==> config.mk <==
export PLATFORM = sky130hd
export DESIGN_NAME = quad_pred_ctrl
export DESIGN_NICKNAME = d
export VERILOG_FILES = /design/src/rtl/quad_pred_pkg.sv /design/src/rtl/quad_pred_stack.sv /design/src/rtl/quad_pred_eval.sv /design/src/rtl/quad_pred_ctrl.sv
export SDC_FILE = /design/constraint.sdc
export NUM_CORES = 1
export LEC_CHECK = 0
export ABC_AREA = 0
export ABC_CLOCK_PERIOD_IN_PS = 4400
export BUFFER_PORTS_ARGS = -buffer_cell sky130_fd_sc_hd__buf_4
export CAP_MARGIN = 10
export CORE_AREA = 2 2 93 95
export DETAILED_ROUTE_END_ITERATION = 8
export DIE_AREA = 0 0 95 97
export PLACE_DENSITY = 0.75
export SETUP_SLACK_MARGIN = 0.5
export SYNTH_ARGS = -nofsm -noshare
export SYNTH_HDL_FRONTEND = slang
export SYNTH_SLANG_ARGS = --single-unit
==> constraint.sdc <==
create_clock -name clk -period 4.4 [get_ports clk]
set_input_delay 0.66 -clock clk [delete_from_list [all_inputs] [get_ports clk]]
set_output_delay 0.66 -clock clk [all_outputs]
set_load 0.02 [all_outputs]
==> src/rtl/quad_pred_pkg.sv <==
// Shared definitions for the quad predication controller.
// Assumes a quad of four lanes; the lane count is kept as a parameter so
// that the stack and evaluator stay width-generic.
package quad_pred_pkg;
    localparam int LANES = 4;

    // Instruction class seen by the controller.
    typedef enum logic [1:0] {
        KIND_OTHER = 2'b00,
        KIND_IF    = 2'b01,
        KIND_ELSE  = 2'b10,
        KIND_ENDIF = 2'b11
    } instr_kind_e;

    // One nesting level: mask in force before the IF and the IF condition.
    typedef struct packed {
        logic [LANES-1:0] parent;
        logic [LANES-1:0] cond;
    } pred_entry_t;
endpackage

==> src/rtl/quad_pred_stack.sv <==
// Predicate stack for nested conditionals.
// Holds up to DEPTH entries. It presents the innermost entry at all times,
// together with full and empty. The caller must never push when full or
// pop when empty; such requests are ignored here.
module quad_pred_stack
    import quad_pred_pkg::*;
#(
    parameter int DEPTH = 8
) (
    input  logic        clk,
    input  logic        rst_n,
    input  logic        push,
    input  logic        pop,
    input  pred_entry_t push_entry,
    output pred_entry_t top_entry,
    output logic        full,
    output logic        empty
);
    localparam int AW = (DEPTH > 1) ? $clog2(DEPTH) : 1;
    localparam int CW = $clog2(DEPTH + 1);

    pred_entry_t       mem [DEPTH];
    logic [CW-1:0]     depth;
    logic [AW-1:0]     top_idx;

    assign full    = (depth == CW'(DEPTH));
    assign empty   = (depth == '0);
    assign top_idx = empty ? '0 : AW'(depth - CW'(1));

    // Present the innermost entry.
    assign top_entry = mem[top_idx];

    // Track the number of stacked levels.
    always_ff @(posedge clk) begin
        if (!rst_n) begin
            depth <= '0;
        end else if (push && !full) begin
            depth <= depth + CW'(1);
        end else if (pop && !empty) begin
            depth <= depth - CW'(1);
        end
    end

    // Store the pushed entry at the next free slot.
    always_ff @(posedge clk) begin
        if (!rst_n) begin
            for (int i = 0; i < DEPTH; i++) begin
                mem[i] <= '0;
            end
        end else if (push && !full) begin
            mem[AW'(depth)] <= push_entry;
        end
    end

    // the level count never exceeds the storage.
    a_r7_depth_bound: assert property (@(posedge clk) disable iff (!rst_n)
        depth <= CW'(DEPTH));

    // a push grows the stack by one level.
    a_r7_push_grows: assert property (@(posedge clk) disable iff (!rst_n)
        (push && !full) |=> (depth == $past(depth) + CW'(1)));

    // a pop shrinks the stack by one level.
    a_r6_pop_shrinks: assert property (@(posedge clk) disable iff (!rst_n)
        (pop && !push && !empty) |=> (depth == $past(depth) - CW'(1)));
endmodule

==> src/rtl/quad_pred_eval.sv <==
// Combinational decision logic of the controller.
// From the instruction class, the current mask, the condition and the
// innermost stack entry, it computes the next mask, the stack operation
// and the one-cycle flags. It holds no state.
module quad_pred_eval
    import quad_pred_pkg::*;
(
    input  logic             valid,
    input  instr_kind_e      kind,
    input  logic [LANES-1:0] cur_mask,
    input  logic [LANES-1:0] cond,
    input  pred_entry_t      top_entry,
    input  logic             full,
    input  logic             empty,
    output logic [LANES-1:0] next_mask,
    output logic             push,
    output logic             pop,
    output pred_entry_t      push_entry,
    output logic             f_skip_then,
    output logic             f_skip_else,
    output logic             f_both,
    output logic             f_ovf,
    output logic             f_err
);
    logic [LANES-1:0] then_lanes;
    logic [LANES-1:0] else_lanes;
    logic [LANES-1:0] alt_lanes;

    // Lanes wanting each side of a new IF, and the ELSE lanes of the open one.
    assign then_lanes = cur_mask & cond;
    assign else_lanes = cur_mask & ~cond;
    assign alt_lanes  = top_entry.parent & ~top_entry.cond;

    // Entry saved when an IF is accepted.
    assign push_entry = '{parent: cur_mask, cond: cond};

    // Select the next mask, the stack action and the flags by class.
    always_comb begin
        next_mask   = cur_mask;
        push        = 1'b0;
        pop         = 1'b0;
        f_skip_then = 1'b0;
        f_skip_else = 1'b0;
        f_both      = 1'b0;
        f_ovf       = 1'b0;
        f_err       = 1'b0;
        if (valid) begin
            unique case (kind)
                KIND_IF: begin
                    if (full) begin
                        f_ovf = 1'b1;
                    end else begin
                        push        = 1'b1;
                        next_mask   = then_lanes;
                        f_skip_then = (then_lanes == '0);
                        f_both      = (then_lanes != '0) && (else_lanes != '0);
                    end
                end
                KIND_ELSE: begin
                    if (empty) begin
                        f_err = 1'b1;
                    end else begin
                        next_mask   = alt_lanes;
                        f_skip_else = (alt_lanes == '0);
                    end
                end
                KIND_ENDIF: begin
                    if (empty) begin
                        f_err = 1'b1;
                    end else begin
                        pop       = 1'b1;
                        next_mask = top_entry.parent;
                    end
                end
                default: begin
                    next_mask = cur_mask;
                end
            endcase
        end
    end

    // the stack is never asked to push past its last slot.
    always_comb begin
        a_r8_no_push_when_full: assert (!(push && full));
    end

    // the stack is never asked to pop when empty.
    always_comb begin
        a_r9_no_pop_when_empty: assert (!(pop && empty));
    end
endmodule

==> src/rtl/quad_pred_ctrl.sv <==
// Quad branch predication controller (top).
// It registers the active-lane mask and the one-cycle flags. The decision
// logic and the predicate stack are kept in submodules. It assumes the
// decoder presents at most one instruction class per cycle.
module quad_pred_ctrl
    import quad_pred_pkg::*;
#(
    parameter int STACK_DEPTH = 8
) (
    input  logic             clk,
    input  logic             rst_n,
    input  logic             instr_valid,
    input  logic [1:0]       instr_kind,
    input  logic [LANES-1:0] cond_bits,
    output logic [LANES-1:0] lane_mask,
    output logic             skip_then,
    output logic             skip_else,
    output logic             both_paths,
    output logic             stack_ovf,
    output logic             stack_err
);
    instr_kind_e      kind;
    pred_entry_t      top_entry;
    pred_entry_t      push_entry;
    logic             full;
    logic             empty;
    logic             push;
    logic             pop;
    logic [LANES-1:0] next_mask;
    logic             f_skip_then;
    logic             f_skip_else;
    logic             f_both;
    logic             f_ovf;
    logic             f_err;

    assign kind = instr_kind_e'(instr_kind);

    quad_pred_eval u_eval (
        .valid       (instr_valid),
        .kind        (kind),
        .cur_mask    (lane_mask),
        .cond        (cond_bits),
        .top_entry   (top_entry),
        .full        (full),
        .empty       (empty),
        .next_mask   (next_mask),
        .push        (push),
        .pop         (pop),
        .push_entry  (push_entry),
        .f_skip_then (f_skip_then),
        .f_skip_else (f_skip_else),
        .f_both      (f_both),
        .f_ovf       (f_ovf),
        .f_err       (f_err)
    );

    quad_pred_stack #(.DEPTH(STACK_DEPTH)) u_stack (
        .clk        (clk),
        .rst_n      (rst_n),
        .push       (push),
        .pop        (pop),
        .push_entry (push_entry),
        .top_entry  (top_entry),
        .full       (full),
        .empty      (empty)
    );

    // Register the active-lane mask.
    always_ff @(posedge clk) begin
        if (!rst_n) begin
            lane_mask <= '1;
        end else begin
            lane_mask <= next_mask;
        end
    end

    // Register the one-cycle flags.
    always_ff @(posedge clk) begin
        if (!rst_n) begin
            skip_then  <= 1'b0;
            skip_else  <= 1'b0;
            both_paths <= 1'b0;
            stack_ovf  <= 1'b0;
            stack_err  <= 1'b0;
        end else begin
            skip_then  <= f_skip_then;
            skip_else  <= f_skip_else;
            both_paths <= f_both;
            stack_ovf  <= f_ovf;
            stack_err  <= f_err;
        end
    end

    // an accepted IF never wakes a lane.
    a_r2_if_no_wake: assert property (@(posedge clk) disable iff (!rst_n)
        (instr_valid && kind == KIND_IF && !full)
        |=> ((lane_mask & ~$past(lane_mask)) == '0));

    // a THEN skip request comes with an empty mask.
    a_r3_skip_then_empty: assert property (@(posedge clk) disable iff (!rst_n)
        skip_then |-> (lane_mask == '0));

    // divergence and a THEN skip never coincide.
    a_r4_both_excl: assert property (@(posedge clk) disable iff (!rst_n)
        !(both_paths && skip_then));

    // an ELSE skip request comes with an empty mask.
    a_r5_skip_else_empty: assert property (@(posedge clk) disable iff (!rst_n)
        skip_else |-> (lane_mask == '0));

    // a refused IF holds the mask and raises only the overflow flag.
    a_r8_full_hold: assert property (@(posedge clk) disable iff (!rst_n)
        (instr_valid && kind == KIND_IF && full)
        |=> ($stable(lane_mask) && stack_ovf && !skip_then && !both_paths));

    // a stray ELSE or ENDIF holds the mask and flags an error.
    a_r9_empty_hold: assert property (@(posedge clk) disable iff (!rst_n)
        (instr_valid && (kind == KIND_ELSE || kind == KIND_ENDIF) && empty)
        |=> ($stable(lane_mask) && stack_err));

    // idle cycles change nothing.
    a_r10_idle_hold: assert property (@(posedge clk) disable iff (!rst_n)
        (!instr_valid || kind == KIND_OTHER)
        |=> ($stable(lane_mask) && !skip_then && !skip_else && !stack_err));
endmodule

### After elaboration in Yosys (flattened, before gate mapping)

Memory sizes are Yosys's and may differ from the RTL's.
Cells that the tools add are included.

* $add $sub $neg: 2
* equal/unequal tests: 7
* muxes and demuxes: 22
* bitwise operators: 9
* reductions and logical operators: 19

Operators with widths (number)
* $mux 4: 5
* $mux 1: 13
* $and 4x4->4: 3
* $logic_not 4->1: 3
* $pmux 4 s3: 1
* $mux 8: 1
* $not 4->4: 2
* $reduce_bool 4->1: 2
* $reduce_or 4->1: 2
* $reduce_or 8->1: 1
* $mux 3: 2
* $ne 2x2->1 const B: 3
* $reduce_and 3->1: 2
* $reduce_and 5->1: 1
* $add 4x1->4 const B: 1
* $eq 2x2->1 const B: 2
* $eq 4x4->1 const B: 1
* $not 1->1: 4
* $sub 4x1->4 const B: 1
* $logic_and 1x1->1: 3
* $reduce_bool 3->1: 1
* $eq 2x1->1 const B: 1
* $logic_not 1->1: 2
* $reduce_bool 2->1: 1
* $reduce_or 2->1: 1

* flip-flop bits (word level): 13
* memory bits (writable): 64
* input port bits: 9
* output and inout port bits: 9
* word-level logic and storage cells: 67
* memories kept: 1

Memory list
* u_stack.mem: depth 8, width 8, rd ports 1, clocked after Yosys merged registers in 0, wr ports 8, line quad_pred_stack.sv:22 `pred_entry_t mem [DEPTH];`

### Depth between registers and ports, before layout

* word-level depth: 10
* mapped depth: 12
* mapped depth without buffers: 8

### Modules after synthesis

From an unflattened synthesis, not the netlist that was laid out.

* cell total of the unflattened synthesis: 366
* area total of the unflattened synthesis: 4047.6 sq um

Modules (own cells, without submodules)
* quad_pred_stack: instances 1, cells each 303, area each 3515.9 sq um, sequential area each 2001.9 sq um
* quad_pred_eval: instances 1, cells each 45, area each 295.3 sq um, sequential area each 0.0 sq um
* quad_pred_ctrl: instances 1, cells each 18, area each 236.5 sq um, sequential area each 180.2 sq um

### Worst setup path before layout

Ideal clock, no wire load.

* path kind: reg2reg
* from: reg u_stack.depth[0]
* to: mem u_stack.mem[3][0] in the netlist's numbering (enable)
* library setup time: 0.384 ns
* arrival: 2.706 ns
* data required time: 4.016 ns
* path slack: 1.310 ns
* stages on the path, launching flop included: 10
* buffers on the path: 3
* period minus slack after synthesis: 3.090 ns
* cells stage by stage: dfxtp_1 > clkbuf_1 > inv_1 > clkbuf_1 > ha_1 > nand3b_1 > nand4_2 > or2_2 > buf_2 > o21ai_0

RTL lines
* from (decl): line quad_pred_stack.sv:23 `logic [CW-1:0] depth;`
* from (signal assigned): line quad_pred_stack.sv:38 `depth <= depth + CW'(1);`
* from (signal assigned): line quad_pred_stack.sv:40 `depth <= depth - CW'(1);`
* to (decl): line quad_pred_stack.sv:22

==> out/qor.yml <==
post_synth_and_or_nand_nor_area_fraction_pct: 22.2
routed_vias_inst: 6.38
drv_cap: 0
yosys_warn_count: 0
hpwlAfterDp_um: 7380
worstHoldStart: "instr_valid"
first_global_vias: 2893
p_leak_nw: 1.53
detailroute.wirelength.met3_um: 962
globalplace.congestion: 0.887
highest_layer: "met4"
wl_per_cell_um: 22.8
cell_area_after_placement_um2: 4150
dominant_cell_by_count_in_the_synthesized_netlist: "sky130_fd_sc_hd__edfxtp_1"
num_clock_sinks: 77
critPathSlowestCell: "sky130_fd_sc_hd__o21ai_0"
synth_top_family_by_area: "simple AND/OR/NAND/NOR gates"
cts.clk_slew.worst_paths_ns: 0.09
route.final.wire_length_um: 10900
synth_top_cells_by_count: "64 x sky130_fd_sc_hd__edfxtp_1, 38 x sky130_fd_sc_hd__and2_1, 20 x sky130_fd_sc_hd__clkbuf_1, 18 x sky130_fd_sc_hd__nor3_1, 18 x sky130_fd_sc_hd__nor4_1"
critical-path-top-delay-family: "compound AO/OA/AOI/OAI gates"
asyncSetResetFlopFracSynth_pct: 0
synth.area.top_cells: "sky130_fd_sc_hd__edfxtp_1 48%, sky130_fd_sc_hd__dfxtp_1 6.5%, sky130_fd_sc_hd__and2_1 5.9%"
cp_data_arrival_time_ns: 3.23
post_synth_mux_area_share_pct: 3.97
synth_fa_ha_area_share_pct: 0.938
finalHoldViolations: 0
ir_worst_vdd_mv: 0.189
synth_largest_type_area_fraction_pct: 48.0
synth_xor_xnor_area_share_pct: 0.876
critical_path_buf_inv_count: 2
dr_wl_met2_um: 4980
number_of_cells_on_the_worst_hold_path: 3
synth-edff-count: 64
holdBufCountCts: 0
timing.critical_path.to_type: "flip-flop"
layout-drive-gt1-share_pct: 12.7
timing_max_transition_violations_final: 0
quantity_of_gates_resized_following_cts: 0
synth-seq-cells: 77
cts_tree: "built"
r2r.worst_path.cells: 7
worst_setup_path_startpoint: "u_stack.depth[1]"
firstDrtPassIters: 5
worstSetupPathDepth: 7
type_of_the_setup_path_with_the_least_slack: "reg2reg"
clock_tree.buffer_depth: 2
timing.max_slew.rel_slack_pct: 27.7
post_synth_inst_count: 365
worstSetupStartpointType: "flip-flop"
critical_path.max_stage_delay_ns: 0.90
global_route_usage_over_all_layers_pct: 24.8
synth.lib_cells_used.distinct: 61
syn_nets: 377
grt_antenna_before_repair: 0
stdcell_area_um2: 4350
residual_antenna_violating_net_count_after_detailed_routing: 0
grt_remaining_overflow: 0
final_net_count: 378
drtIter0Drc: 342
rsz0062_at_grt: "false"
clk-insertion-delay-late_ns: 0.35
yosysSeqAreaShare_pct: 54.6
met1_length_um: 4590
area_growth_syn_to_layout_pct: 8.70
global_route_wire_length_before_repair_um: 16700
post-route-drc-count: 0
min_period_over_period_pct: 74.0
accumulated_negative_setup_slack_ns: 0
reg2reg_from: "u_stack.depth[1]"
num_rows: 33
clk_root_buffer_cell: "sky130_fd_sc_hd__clkbuf_8"
outcome: "complete, no violations"
timing.critical_path.fanout_max: 22
critPathRequiredTime_ns: 4.37
timing_worst_slew_pin_value_ns: 1.07
die_x_um: 95
i_o_pin_cnt: 18
timing.clock.skew_ns: 0.0113
synthesis.area_per_instance_um2: 11.0
numPortBuffers: 17
floorplan.initialDensity_pct: 49.2
power.density_nw_per_um2: 412
achievable-frequency_ghz: 0.307
num_vias: 3035
yosys.area.top_type: "sky130_fd_sc_hd__edfxtp_1"
mappedNetlistArea_um2: 4000
synth_compound_area_share_pct: 12.9
antenna_cells_inserted: 0
period_needed_ns: 3.26
worstHoldPathType: "in2reg"
h-tree-depth: 3
die_height_um: 97
path_cells: "inv_1 -> ha_1 -> nand3b_1 -> nand4_2 -> buf_4 -> or2_2 -> o21ai_0"
floorplan.die_area_um2: 9220
synth_ff_type: "sky130_fd_sc_hd__edfxtp_1"
r2r_slack_ns: 1.14
cts_post_setup_buffers_inserted: 0
cts_made_buffers: 9
setup_viol_count_final: 0
fp.coreArea_um2: 8130
largest_net_degree_at_the_start_of_global_routing: 45
[state kept, by name, indices dropped and copies added, names as in the netlist]
| name | count |
|---|---|
| skip_then | 1 |
| stack_err | 1 |
| both_paths | 1 |
| u_stack.mem | 64 |
| u_stack.depth | 4 |
| lane_mask | 4 |
| skip_else | 1 |
| stack_ovf | 1 |
[stage by stage]
stage | utilization [%] | setup WS, ns | power, W | std cells | hold WS (ns)
2_1_floorplan | - | 1.31 | 0.00112 | 365 | 0.595
3_5_place_dp | 51.0 | 1.18 | 0.00124 | 460 | 0.602
5_1_grt | 53.5 | 0.877 | 0.00185 | 476 | 0.602
3_3_place_gp | 51.0 | 1.21 | 0.00124 | 460 | 0.606
6_report | 53.5 | 1.14 | 0.00179 | 476 | 0.579
4_1_cts | 53.5 | 1.16 | 0.00178 | 476 | 0.572
[metal layers]
layer  track usage (%)  up-vias
li1                  -     1376
met1              34.9     1463
met2              36.6      172
met3              6.70       24
met4              9.36        0
met5                 0        -
[cell type report]
cell class                 count  area (um2)
inverter                      13        48.8
clock inverter                 5        60.1
multi-input combinational    245        1630
sequential                    77        2180
tap                          105         131
timing repair buffer          20         150
clock buffer                  11         141
fill                         702        3790
[placed cells by master, fill, tap and decap left out, drive strengths merged, types with 11 or more instances in the layout]
| master | synthesis | routed |
|---|---|---|
| edfxtp | 64 | 64 |
| and2 | 38 | 38 |
| buf | 10 | 20 |
| nor3 | 19 | 19 |
| nor4 | 18 | 18 |
| a21oi | 16 | 16 |
| o21ai | 15 | 15 |
| inv | 13 | 14 |
| nand2 | 14 | 14 |
| dfxtp | 13 | 13 |
| nor2b | 12 | 12 |
| nand2b | 12 | 12 |
| nor2 | 11 | 11 |
| clkbuf | 20 | 11 |
[power by group]
part,switching (W),internal (W)
Combinational,0.000260,0.000126
Clock,0.000283,0.000280
Sequential,0.0000255,0.000818
Total,0.000569,0.00122
[kinds of logic (layout without fill, tap and decap cells)]
logic type / Yosys count / count (layout)
adder cells (fa/ha/maj): 3 / 3
buffers and inverters: 43 / 49
multiplexers: 13 / 13
AO/OA/AOI/OAI: 75 / 75
flip-flops: 77 / 77
AND/OR/NAND/NOR: 150 / 150
XOR/XNOR: 4 / 4
[worst paths after layout]
path / to
min: stack_ovf
max: u_stack.mem[5][7]
max reg2reg: u_stack.mem[5][7]
min reg2reg: lane_mask[3]
[tightest hold or removal path, delay by kind of cell]
family                 cells  cell delay (ns)
and+or+nand+nor            2             0.10
buffers and inverters      1             0.14
No activity file was read; power rests on OpenSTA's default activity.
